### src/rtl/sync_link_pkg.sv
package sync_link_pkg;
    localparam int FRAME_BITS = 12;
    localparam int CNT_W      = $clog2(FRAME_BITS + 1);

    typedef enum logic [2:0] {
        ST_OFF,
        ST_HOLD,
        ST_IDLE,
        ST_SEND,
        ST_RECV
    } link_state_e;

    // start(0) at bit 0, data LSB first, even parity, two stop bits
    function automatic logic [FRAME_BITS-1:0] make_frame(input logic [7:0] d);
        return {2'b11, ^d, d, 1'b0};
    endfunction
endpackage

### src/rtl/sync_link_sclk.sv
module sync_link_sclk #(
    parameter int HALF_DIV = 50
) (
    input  logic clk,
    input  logic rst_n,
    input  logic run,
    output logic sclk,
    output logic rise_tick,
    output logic fall_tick
);
    localparam int DIV_W = (HALF_DIV > 1) ? $clog2(HALF_DIV) : 1;
    localparam logic [DIV_W-1:0] LAST = DIV_W'(HALF_DIV - 1);

    logic [DIV_W-1:0] div_cnt;
    logic             wrap;

    assign wrap      = run && (div_cnt == LAST);
    assign rise_tick = wrap && !sclk;
    assign fall_tick = wrap && sclk;

    always_ff @(posedge clk or negedge rst_n) begin
        if (!rst_n) begin
            div_cnt <= '0;
            sclk    <= 1'b0;
        end else if (!run) begin
            div_cnt <= '0;
            sclk    <= 1'b0;
        end else if (wrap) begin
            div_cnt <= '0;
            sclk    <= ~sclk;
        end else begin
            div_cnt <= div_cnt + 1'b1;
        end
    end

    // the serial clock holds its level until the prescaler wraps
    assert_sclk_half_period_R3: assert property (@(posedge clk) disable iff (!rst_n)
        (run && div_cnt != LAST) |=> $stable(sclk));
endmodule

### src/rtl/sync_link_shift.sv
module sync_link_shift
    import sync_link_pkg::*;
(
    input  logic                  clk,
    input  logic                  rst_n,
    input  logic                  load,
    input  logic [FRAME_BITS-1:0] load_val,
    input  logic                  shift_out,
    input  logic                  shift_in,
    input  logic                  in_bit,
    output logic [FRAME_BITS-1:0] frame,
    output logic [CNT_W-1:0]      remain
);
    localparam logic [CNT_W-1:0] FULL = CNT_W'(FRAME_BITS);

    always_ff @(posedge clk or negedge rst_n) begin
        if (!rst_n) begin
            frame  <= '0;
            remain <= '0;
        end else if (load) begin
            frame  <= load_val;
            remain <= FULL;
        end else if (shift_out) begin
            frame  <= {1'b1, frame[FRAME_BITS-1:1]};
            remain <= remain - 1'b1;
        end else if (shift_in) begin
            frame  <= {in_bit, frame[FRAME_BITS-1:1]};
            remain <= remain - 1'b1;
        end
    end

    // a frame never holds more than twelve bits
    assert_frame_len_R1: assert property (@(posedge clk) disable iff (!rst_n)
        remain <= FULL);
    // no shift once all twelve bits have moved
    assert_no_overshift_R1: assert property (@(posedge clk) disable iff (!rst_n)
        (shift_out || shift_in) |-> (remain != '0));
endmodule

### src/rtl/sync_link_xcvr.sv
module sync_link_xcvr
    import sync_link_pkg::*;
#(
    parameter int                    HALF_DIV      = 50,
    parameter int                    HOLD_CYC      = 8,
    parameter logic [FRAME_BITS-1:0] BREAK_PATTERN = '1
) (
    input  logic       clk,
    input  logic       rst_n,
    input  logic       enable,
    input  logic       tx_valid,
    input  logic [7:0] tx_data,
    output logic       tx_ready,
    input  logic       send_break,
    input  logic       rx_req,
    output logic       rx_valid,
    output logic [7:0] rx_data,
    output logic       rx_parity_err,
    input  logic       data_in,
    output logic       data_out,
    output logic       data_oe,
    output logic       clock_out,
    output logic       clock_oe
);
    localparam int                HOLD_W    = $clog2(HOLD_CYC + 1);
    localparam logic [HOLD_W-1:0] HOLD_LAST = HOLD_W'(HOLD_CYC - 1);
    localparam logic [CNT_W-1:0]  FULL      = CNT_W'(FRAME_BITS);

    link_state_e           st, st_n;
    logic                  rise_tick, fall_tick;
    logic                  sh_load, sh_out, sh_in;
    logic [FRAME_BITS-1:0] sh_val, frame;
    logic [CNT_W-1:0]      remain;
    logic [HOLD_W-1:0]     hold_cnt;
    logic                  brk_left;
    logic                  take_break, take_tx, take_rx;
    logic                  frame_end;

    sync_link_sclk #(.HALF_DIV(HALF_DIV)) u_sclk (
        .clk       (clk),
        .rst_n     (rst_n),
        .run       (enable),
        .sclk      (clock_out),
        .rise_tick (rise_tick),
        .fall_tick (fall_tick)
    );

    sync_link_shift u_shift (
        .clk       (clk),
        .rst_n     (rst_n),
        .load      (sh_load),
        .load_val  (sh_val),
        .shift_out (sh_out),
        .shift_in  (sh_in),
        .in_bit    (data_in),
        .frame     (frame),
        .remain    (remain)
    );

    assign frame_end = (remain == '0);
    assign tx_ready  = enable && (st == ST_IDLE) && !send_break;

    // next state and datapath strobes
    always_comb begin
        st_n       = st;
        sh_load    = 1'b0;
        sh_val     = '0;
        sh_out     = 1'b0;
        sh_in      = 1'b0;
        take_break = 1'b0;
        take_tx    = 1'b0;
        take_rx    = 1'b0;
        unique case (st)
            ST_OFF: begin
                if (enable) st_n = ST_HOLD;
            end
            ST_HOLD: begin
                if (hold_cnt == HOLD_LAST) begin
                    st_n    = ST_SEND;
                    sh_load = 1'b1;
                    sh_val  = BREAK_PATTERN;
                end
            end
            ST_IDLE: begin
                if (send_break) begin
                    take_break = 1'b1;
                    st_n       = ST_SEND;
                    sh_load    = 1'b1;
                    sh_val     = BREAK_PATTERN;
                end else if (tx_valid) begin
                    take_tx = 1'b1;
                    st_n    = ST_SEND;
                    sh_load = 1'b1;
                    sh_val  = make_frame(tx_data);
                end else if (rx_req) begin
                    take_rx = 1'b1;
                    st_n    = ST_RECV;
                    sh_load = 1'b1;
                end
            end
            ST_SEND: begin
                if (frame_end) begin
                    if (brk_left) begin
                        sh_load = 1'b1;
                        sh_val  = BREAK_PATTERN;
                    end else begin
                        st_n = ST_IDLE;
                    end
                end else begin
                    sh_out = fall_tick;
                end
            end
            ST_RECV: begin
                if (frame_end) st_n = ST_IDLE;
                else sh_in = rise_tick && !((remain == FULL) && data_in);
            end
            default: st_n = ST_OFF;
        endcase
        if (!enable) begin
            st_n       = ST_OFF;
            sh_load    = 1'b0;
            sh_out     = 1'b0;
            sh_in      = 1'b0;
            take_break = 1'b0;
            take_tx    = 1'b0;
            take_rx    = 1'b0;
        end
    end

    // state register
    always_ff @(posedge clk or negedge rst_n) begin
        if (!rst_n) st <= ST_OFF;
        else        st <= st_n;
    end

    // registered outputs
    always_ff @(posedge clk or negedge rst_n) begin
        if (!rst_n) begin
            data_out      <= 1'b0;
            data_oe       <= 1'b0;
            clock_oe      <= 1'b0;
            rx_valid      <= 1'b0;
            rx_data       <= '0;
            rx_parity_err <= 1'b0;
            brk_left      <= 1'b0;
            hold_cnt      <= '0;
        end else begin
            rx_valid <= 1'b0;
            if (!enable) begin
                data_out      <= 1'b0;
                data_oe       <= 1'b0;
                clock_oe      <= 1'b0;
                rx_parity_err <= 1'b0;
                brk_left      <= 1'b0;
                hold_cnt      <= '0;
            end else begin
                unique case (st)
                    ST_OFF: begin
                        data_out <= 1'b1;
                        data_oe  <= 1'b1;
                        clock_oe <= 1'b1;
                        hold_cnt <= '0;
                    end
                    ST_HOLD: begin
                        hold_cnt <= hold_cnt + 1'b1;
                        if (st_n == ST_SEND) brk_left <= 1'b1;
                    end
                    ST_IDLE: begin
                        if (take_break || take_tx) begin
                            data_out <= 1'b1;
                            data_oe  <= 1'b1;
                        end else if (take_rx) begin
                            data_out <= 1'b0;
                            data_oe  <= 1'b0;
                        end
                    end
                    ST_SEND: begin
                        if (sh_out)    data_out <= frame[0];
                        if (frame_end) brk_left <= 1'b0;
                    end
                    ST_RECV: begin
                        if (frame_end) begin
                            rx_valid <= 1'b1;
                            rx_data  <= frame[8:1];
                            if (^frame[9:1]) rx_parity_err <= 1'b1;
                        end
                    end
                    default: ;
                endcase
            end
        end
    end

    // no data change in a send cycle without a falling serial edge
    assert_tx_fall_only_R4: assert property (@(posedge clk) disable iff (!rst_n)
        (st == ST_SEND && st_n == ST_SEND && !fall_tick) |=> $stable(data_out));
    // a high level before the start bit leaves the counter full
    assert_wait_start_R5: assert property (@(posedge clk) disable iff (!rst_n)
        (enable && st == ST_RECV && remain == FULL && data_in) |=> (remain == FULL));
    // the receive strobe lasts one cycle
    assert_rx_pulse_R6: assert property (@(posedge clk) disable iff (!rst_n)
        rx_valid |=> !rx_valid);
    // the line is released for the whole reception
    assert_rx_released_R8: assert property (@(posedge clk) disable iff (!rst_n)
        (st == ST_RECV) |-> !data_oe);
    // everything is parked one cycle after disable
    assert_off_parked_R12: assert property (@(posedge clk) disable iff (!rst_n)
        !enable |=> (!clock_out && !clock_oe && !data_out && !data_oe && !rx_valid));
endmodule

### config.mk
export PLATFORM = sky130hd
export DESIGN_NAME = sync_link_xcvr
export DESIGN_NICKNAME = d
export VERILOG_FILES = /design/src/rtl/sync_link_pkg.sv /design/src/rtl/sync_link_sclk.sv /design/src/rtl/sync_link_shift.sv /design/src/rtl/sync_link_xcvr.sv
export SDC_FILE = /design/constraint.sdc
export NUM_CORES = 1
export LEC_CHECK = 0
export ABC_AREA = 1
export BUFFER_PORTS_ARGS = -buffer_cell sky130_fd_sc_hd__buf_4
export CAP_MARGIN = 30
export CORE_MARGIN = 5
export CORE_UTILIZATION = 52
export DETAILED_ROUTE_END_ITERATION = 10
export GPL_TIMING_DRIVEN = 0
export PLACE_DENSITY = 0.84
export SYNTH_ARGS = -nofsm -noshare
export SYNTH_HDL_FRONTEND = slang
export SYNTH_SLANG_ARGS = --single-unit
### constraint.sdc
create_clock -name clk -period 1.59 [get_ports clk]
set_input_delay 0 -clock clk [delete_from_list [all_inputs] [get_ports clk]]
set_output_delay 0 -clock clk [all_outputs]
set_load 0.02 [all_outputs]
==> results of run 1 <==
what timing repair did:
item | 4_1_cts | 5_1_grt
pin swaps | 11 | 8
gates resized for setup | 24 | 26
hold endpoints to repair | 45 | 0
buffers inserted | 11 | 8
endpoints found under the setup margin | 27 | 29
gates cloned | 2 | 1
hold buffers | 2 | 0
cells by family after synthesis:
family	share of synthesized area [%]
compound gates	7.69
xor+xnor	4.46
fa+ha+maj	2.45
buf+inv	7.44
flops	43.1
mux	2.64
simple gates	32.2
worst max path at each step:
stage,to,slack (ns),cells past startpoint
floorplan,rx_data[1],-0.07,8
global placement,rx_data[4],-0.24,8
detailed placement,rx_data[4],-0.28,8
CTS,u_shift.frame[11],-0.06,12
global route,u_shift.frame[9],-0.36,12
finish,u_shift.frame[9],-0.26,12
synth_stat cells, types with 2 or more instances:
cell type    n
o21ai_0     12
ha_1         5
inv_2        5
nor3b_1      2
xor2_1       5
buf_4        2
buf_6        2
mux2_2       6
nor2_1      43
o211ai_1     3
o21ai_1      8
nor3_1       5
nand2_2      3
a21oi_1     10
inv_1       31
nand2_1    106
dfrtp_1     44
nor2_2       3
nand3_2      3
xnor2_1      8
nand3_1     25
power groups by stage:
stage / logic [mW] / registers, mW / clock network (mW)
final: 0.447 / 1.23 / 0.732
after CTS: 0.376 / 1.22 / 0.736
after detailed placement: 0.318 / 1.25 / 0
after floorplan: 0.197 / 1.25 / 0
after global routing: 0.496 / 1.23 / 0.787
after global placement: 0.306 / 1.24 / 0
layout by cell type, fill, tap and decap left out, drive strengths merged, types with 2 or more instances in the layout:
cell / synthesis / layout
a21oi: 10 / 10
buf: 6 / 55
clkbuf: 1 / 8
clkinv: 1 / 3
dfrtp: 44 / 44
dlygate4sd3: 0 / 2
ha: 5 / 5
inv: 36 / 36
mux2: 6 / 6
nand2: 109 / 109
nand3: 28 / 28
nor2: 47 / 47
nor3: 5 / 5
nor3b: 2 / 2
o211ai: 3 / 3
o21ai: 20 / 20
xnor2: 8 / 8
xor2: 5 / 5
state kept, by name, summed over array words and instances (netlist names):
signal          count
u_shift.frame      12
rx_data             8
u_sclk.div_cnt      6
hold_cnt            4
u_shift.remain      4
st                  3
brk_left            1
clock_oe            1
data_oe             1
data_out            1
rx_parity_err       1
rx_valid            1
u_sclk.sclk         1
tightest hold or removal path, stage by stage:
cell and delay (ns):
clkbuf_2 0.17, nand2_1 0.12, inv_1 0.04
area by class of cell:
type / instances / area (µm²)
tap: 67 / 83.8
clock inverter: 2 / 10.0
multi-input combinational: 254 / 1420
buffer: 7 / 68.8
fill: 351 / 1430
sequential: 44 / 1100
inverter: 37 / 144
clock buffer: 6 / 82.6
timing repair buffer: 52 / 414
metrics by stage:
stage / setup slack [ns] / hold slack, ns / utilization (%)
floorplan: -0.0681 / -0.296 / -
global placement: -0.237 / 0.0230 / 60.1
detailed placement: -0.280 / 0.0265 / 60.1
CTS: -0.0601 / 0.0303 / 66.1
global route: -0.364 / 0.0716 / 69.9
finish: -0.256 / 0.0542 / 69.9
layer usage:
metal | up-vias | track usage [%] | part of all wire, %
met5 | - | 0 | 0
met4 | 0 | 6.42 | 3.7
met3 | 28 | 3.48 | 6.0
met2 | 120 | 36.8 | 50
met1 | 1186 | 25.9 | 40
li1 | 1208 | - | -
==> impl_metrics.tcl, run 1 <==
set metrics [dict create \
    period_needed_ns 1.85 \
    timing.rr.start "u_shift.remain[1]" \
    end_kind "flop" \
    syn_inst 342 \
    ys_warn_count 0 \
    timing.final.crit_share_pct 116 \
    slew_headroom_pct 62.8 \
    synthFlopType "dfrtp_1" \
    r2r_end "u_shift.frame[9]" \
    ant_nets 0 \
    hpwlAfterDp_um 3950 \
    grt_max_degree 45 \
    grt-ovfl-total 0 \
    p_seq_share_pct 51.0 \
    path_class "flop to flop" \
    cp_num_buf_inv 2 \
    cap_violations 0 \
    hp-class "primary input to flop" \
    htreeDepth 2 \
    final_nets 421 \
    grt_pass1_vias 2322 \
    cp_data_arrival_time_ns 2.03 \
    finalPower_mw 2.41 \
    place_area_mm2 0.00286 \
    remaining_drc_errors 0 \
    syn_nets 362 \
    portBuffers 28 \
    diodes 0 \
    pwr-share-clk_pct 30.4 \
    gp_congestion 0.905 \
    die_w_um 80.1 \
    cts.path.max_buffers 2 \
    failed_checks "negative setup slack" \
    grt_pass1_wl_um 10500 \
    min_to "st[0]" \
    worst_hold_path.num_cells 3 \
    synth-seq-area-share_pct 43.1 \
    rsz0062_at_grt "yes" \
    clock-root-buffer "clkbuf_8" \
    tns_ns -2.34 \
    final-setup-viol-count 25 \
    synthTopCellsByArea "dfrtp_1 (43%), nand2_1 (16%), nor2_1 (6.3%), nand3_1 (4.9%), inv_1 (4.6%)" \
    viasPerCell 5.42 \
    path_cells "inv_2 > ha_4 > nand2_4 > nor2_4 > nand3_4 > nand3_4 > nand2_4 > buf_6 > nand2_1 > o21ai_1 > nor2_1 > nor2_1" \
    crit_required_ns 1.78 \
    netlist_area_mm2 0.00255 \
    die_h_um 80.1 \
    synth-edff-count 0 \
    drt-initial-drc-count 294 \
    syn_area_per_cell_um2 7.47 \
    min_from "enable" \
    track_usage_pct 20.8 \
    yosysTopAreaCell "dfrtp_1" \
    finClkSkew_ns 0.00485 \
    net-switching-power_uw 699 \
    finalMaxSlewViolations 0 \
    synth_cell_types 32 \
    vdd_drop_max_mv 0.363 \
    power_frac_comb_pct 18.6 \
    clock-sinks 44 \
    cpPeakStageDelay_ns 0.39 \
    cp_slowest_cell "dfrtp_1" \
    reg2reg_slack_ns -0.26 \
    power_density_mw_per_mm2 723 \
    rows 25 \
    worstRegToRegCells 12 \
    drive_above_1_share_pct 27.9 \
    clk_latency_ns 0.30 \
    synthArstFlopShare_pct 100 \
    worst_setup_path_startpoint "u_shift.remain[1]" \
    initial_core_util_pct 53.7 \
    drtPass1Iterations 5 \
    worstMarginPinSlew_ns 0.558 \
    crit_family "simple AND/OR/NAND/NOR gates" \
    ys_ff_latch 44 \
    die_area_mm2 0.00642 \
    synth_top_area_share_pct 43.1 \
    wl_per_cell_um 14.8 \
    fin_cells 469 \
    antenna_found_initial 0 \
    crit_path_start_kind "flop" \
    final_hold_viol_count 0 \
    clkTransAtPathRegs_ns 0.08 \
    postLayoutCellArea_mm2 0.00333 \
    area_growth_syn_to_layout_pct 30.2 \
    worstPathMaxFanout 6 \
    max_freq_ghz 0.542 \
    intPower_mw 1.71 \
    setup_ws_ns -0.256 \
    status "complete, but fails checks" \
    wirelength_um 6960 \
    vias 2542 \
    tritoncts "built" \
    p_leak_nw 1.68 \
    io_pins 30 \
    core-area_mm2 0.00475 \
    p_sw_share_pct 29.1 \
    dp.cells 437 \
    cts-buffers-inserted 5 \
]
Power figures use the tool's default switching activity.
==> run 2: changes to the inputs <==
SKIP_CTS_REPAIR_TIMING = 1   (was unset)
==> impl_metrics.tcl, run 2 (synthesis results as in run 1) <==
set metrics [dict create \
    met2_usage_pct 31.4 \
    timing.rr.start "u_shift.remain[0]" \
    status "complete, but fails checks" \
    power_density_mw_per_mm2 716 \
    finalMaxSlewViolations 0 \
    track_usage_pct 18.4 \
    grt_max_degree 45 \
    gp_congestion 0.905 \
    min_from "enable" \
    initial_core_util_pct 53.7 \
    path_cells "inv_2 > ha_4 > nand2_2 > nor2_4 > buf_4 > nor3_2 > nand2_1 > nand3_4 > buf_6 > nand2_1 > o21ai_1" \
    layout_common_cells "nand2_1 (98), buf_4 (47), dfrtp_1 (44), nor2_1 (41), inv_1 (29)" \
    portBuffers 28 \
    die_w_um 80.1 \
    crit_required_ns 1.80 \
    core-area_mm2 0.00475 \
    clk_latency_ns 0.30 \
    setup_ws_ns -0.244 \
    die_area_mm2 0.00642 \
    final_hold_viol_count 0 \
    final_util_pct 69.1 \
    fillers 380 \
    drtPass1Iterations 5 \
    worstMarginPinSlew_ns 0.550 \
    diodes 0 \
    grt-ovfl-total 0 \
    io_pins 30 \
    clock-root-buffer "clkbuf_8" \
    grt_pass1_wl_um 9340 \
    die_h_um 80.1 \
    rsz0062_at_grt "yes" \
    tns_ns -4.20 \
    busiest_layer "met2" \
    hp-class "primary input to flop" \
    cts-buffers-inserted 5 \
    clock-sinks 44 \
    cts.path.max_buffers 2 \
    fin_cells 468 \
    drive_above_1_share_pct 25.4 \
    viasPerCell 5.28 \
    timing.final.crit_share_pct 115 \
    path_class "flop to flop" \
    hpwlAfterDp_um 3950 \
    end_kind "flop" \
    clkTransAtPathRegs_ns 0.08 \
    final-setup-viol-count 27 \
    cpPeakStageDelay_ns 0.42 \
    final_nets 420 \
    max_freq_ghz 0.545 \
    largest_register_ffs 12 \
    drt-initial-drc-count 227 \
    failed_checks "negative setup slack" \
    period_needed_ns 1.83 \
    ant_nets 0 \
    whs_ns 0.0751 \
    htreeDepth 2 \
    antenna_found_initial 0 \
    finalPower_mw 2.35 \
    top_register "u_shift.frame" \
    cp_data_arrival_time_ns 2.05 \
    tritoncts "built" \
    cap_violations 0 \
    cpMostUsedCell "nand2_1" \
    grt_util_met3_pct 3.25 \
    slew_headroom_pct 63.4 \
    dp.cells 437 \
    grt_pass1_vias 2095 \
    final_common_cell "nand2_1" \
    finClkSkew_ns 0.00477 \
    worstPathMaxFanout 5 \
    grt_util_met1_pct 23.9 \
    crit_path_start_kind "flop" \
    rows 25 \
    p_leak_nw 1.68 \
    cp_slowest_cell "dfrtp_1" \
    area_growth_syn_to_layout_pct 28.6 \
    vdd_drop_max_mv 0.335 \
    reg_top3 "u_shift.frame: 12 flops, rx_data: 8 flops, u_sclk.div_cnt: 6 flops" \
    worst_setup_path_startpoint "u_shift.remain[0]" \
    remaining_drc_errors 0 \
    wirelength_um 6410 \
    vias 2473 \
    wl_per_cell_um 13.7 \
]
-- run 2: worst paths after layout --
kind	to	slack [ns]	cells past startpoint
setup / recovery	u_shift.remain[1]	-0.24	11
max in group asynchronous	rx_data[0]	0.98	2
hold reg to reg	data_out	0.49	2
setup reg to reg	u_shift.remain[1]	-0.24	11
hold / removal	st[0]	0.08	3
min in group asynchronous	u_sclk.sclk	0.23	2
-- run 2: per-layer routing --
metal | share of wire [%] | wire, µm
met4 | 1.9 | 124
met2 | 50 | 3190
met5 | 0 | 0
met3 | 6.7 | 431
met1 | 42 | 2670
-- run 2: area by class of cell --
type,instances,area (µm²),area share [%]
plain buffers,7,76.3,2.32
clock inverters,2,10.0,0.305
repair buffers,51,403,12.3
well taps,67,83.8,2.55
multi-input cells,254,1380,42.1
flip-flops and latches,44,1100,33.5
inverters,37,144,4.38
clock buffers,6,82.6,2.51
-- run 2: power breakdown --
part / internal (mW) / leakage, nW / switching, mW
combinational: 0.169 / 1.05 / 0.235
clock: 0.347 / 0.0510 / 0.372
sequential: 1.17 / 0.577 / 0.0542
total: 1.69 / 1.68 / 0.661
-- run 2: stage by stage --
| step | cell area [µm²] | setup slack [ns] |
|---|---|---|
| global placement | 2860 | -0.237 |
| finish | 3280 | -0.244 |
| CTS | 2950 | -0.303 |
| floorplan | 2560 | -0.0681 |
| global route | 3280 | -0.308 |
| detailed placement | 2860 | -0.280 |
-- run 2: critical path, delay by kind of cell, from the launching register on --
family          cells  cell delay [ns]
compound gates      1             0.16
fa+ha+maj           1             0.17
buf+inv             3             0.37
flops               1             0.42
simple gates        6             0.63
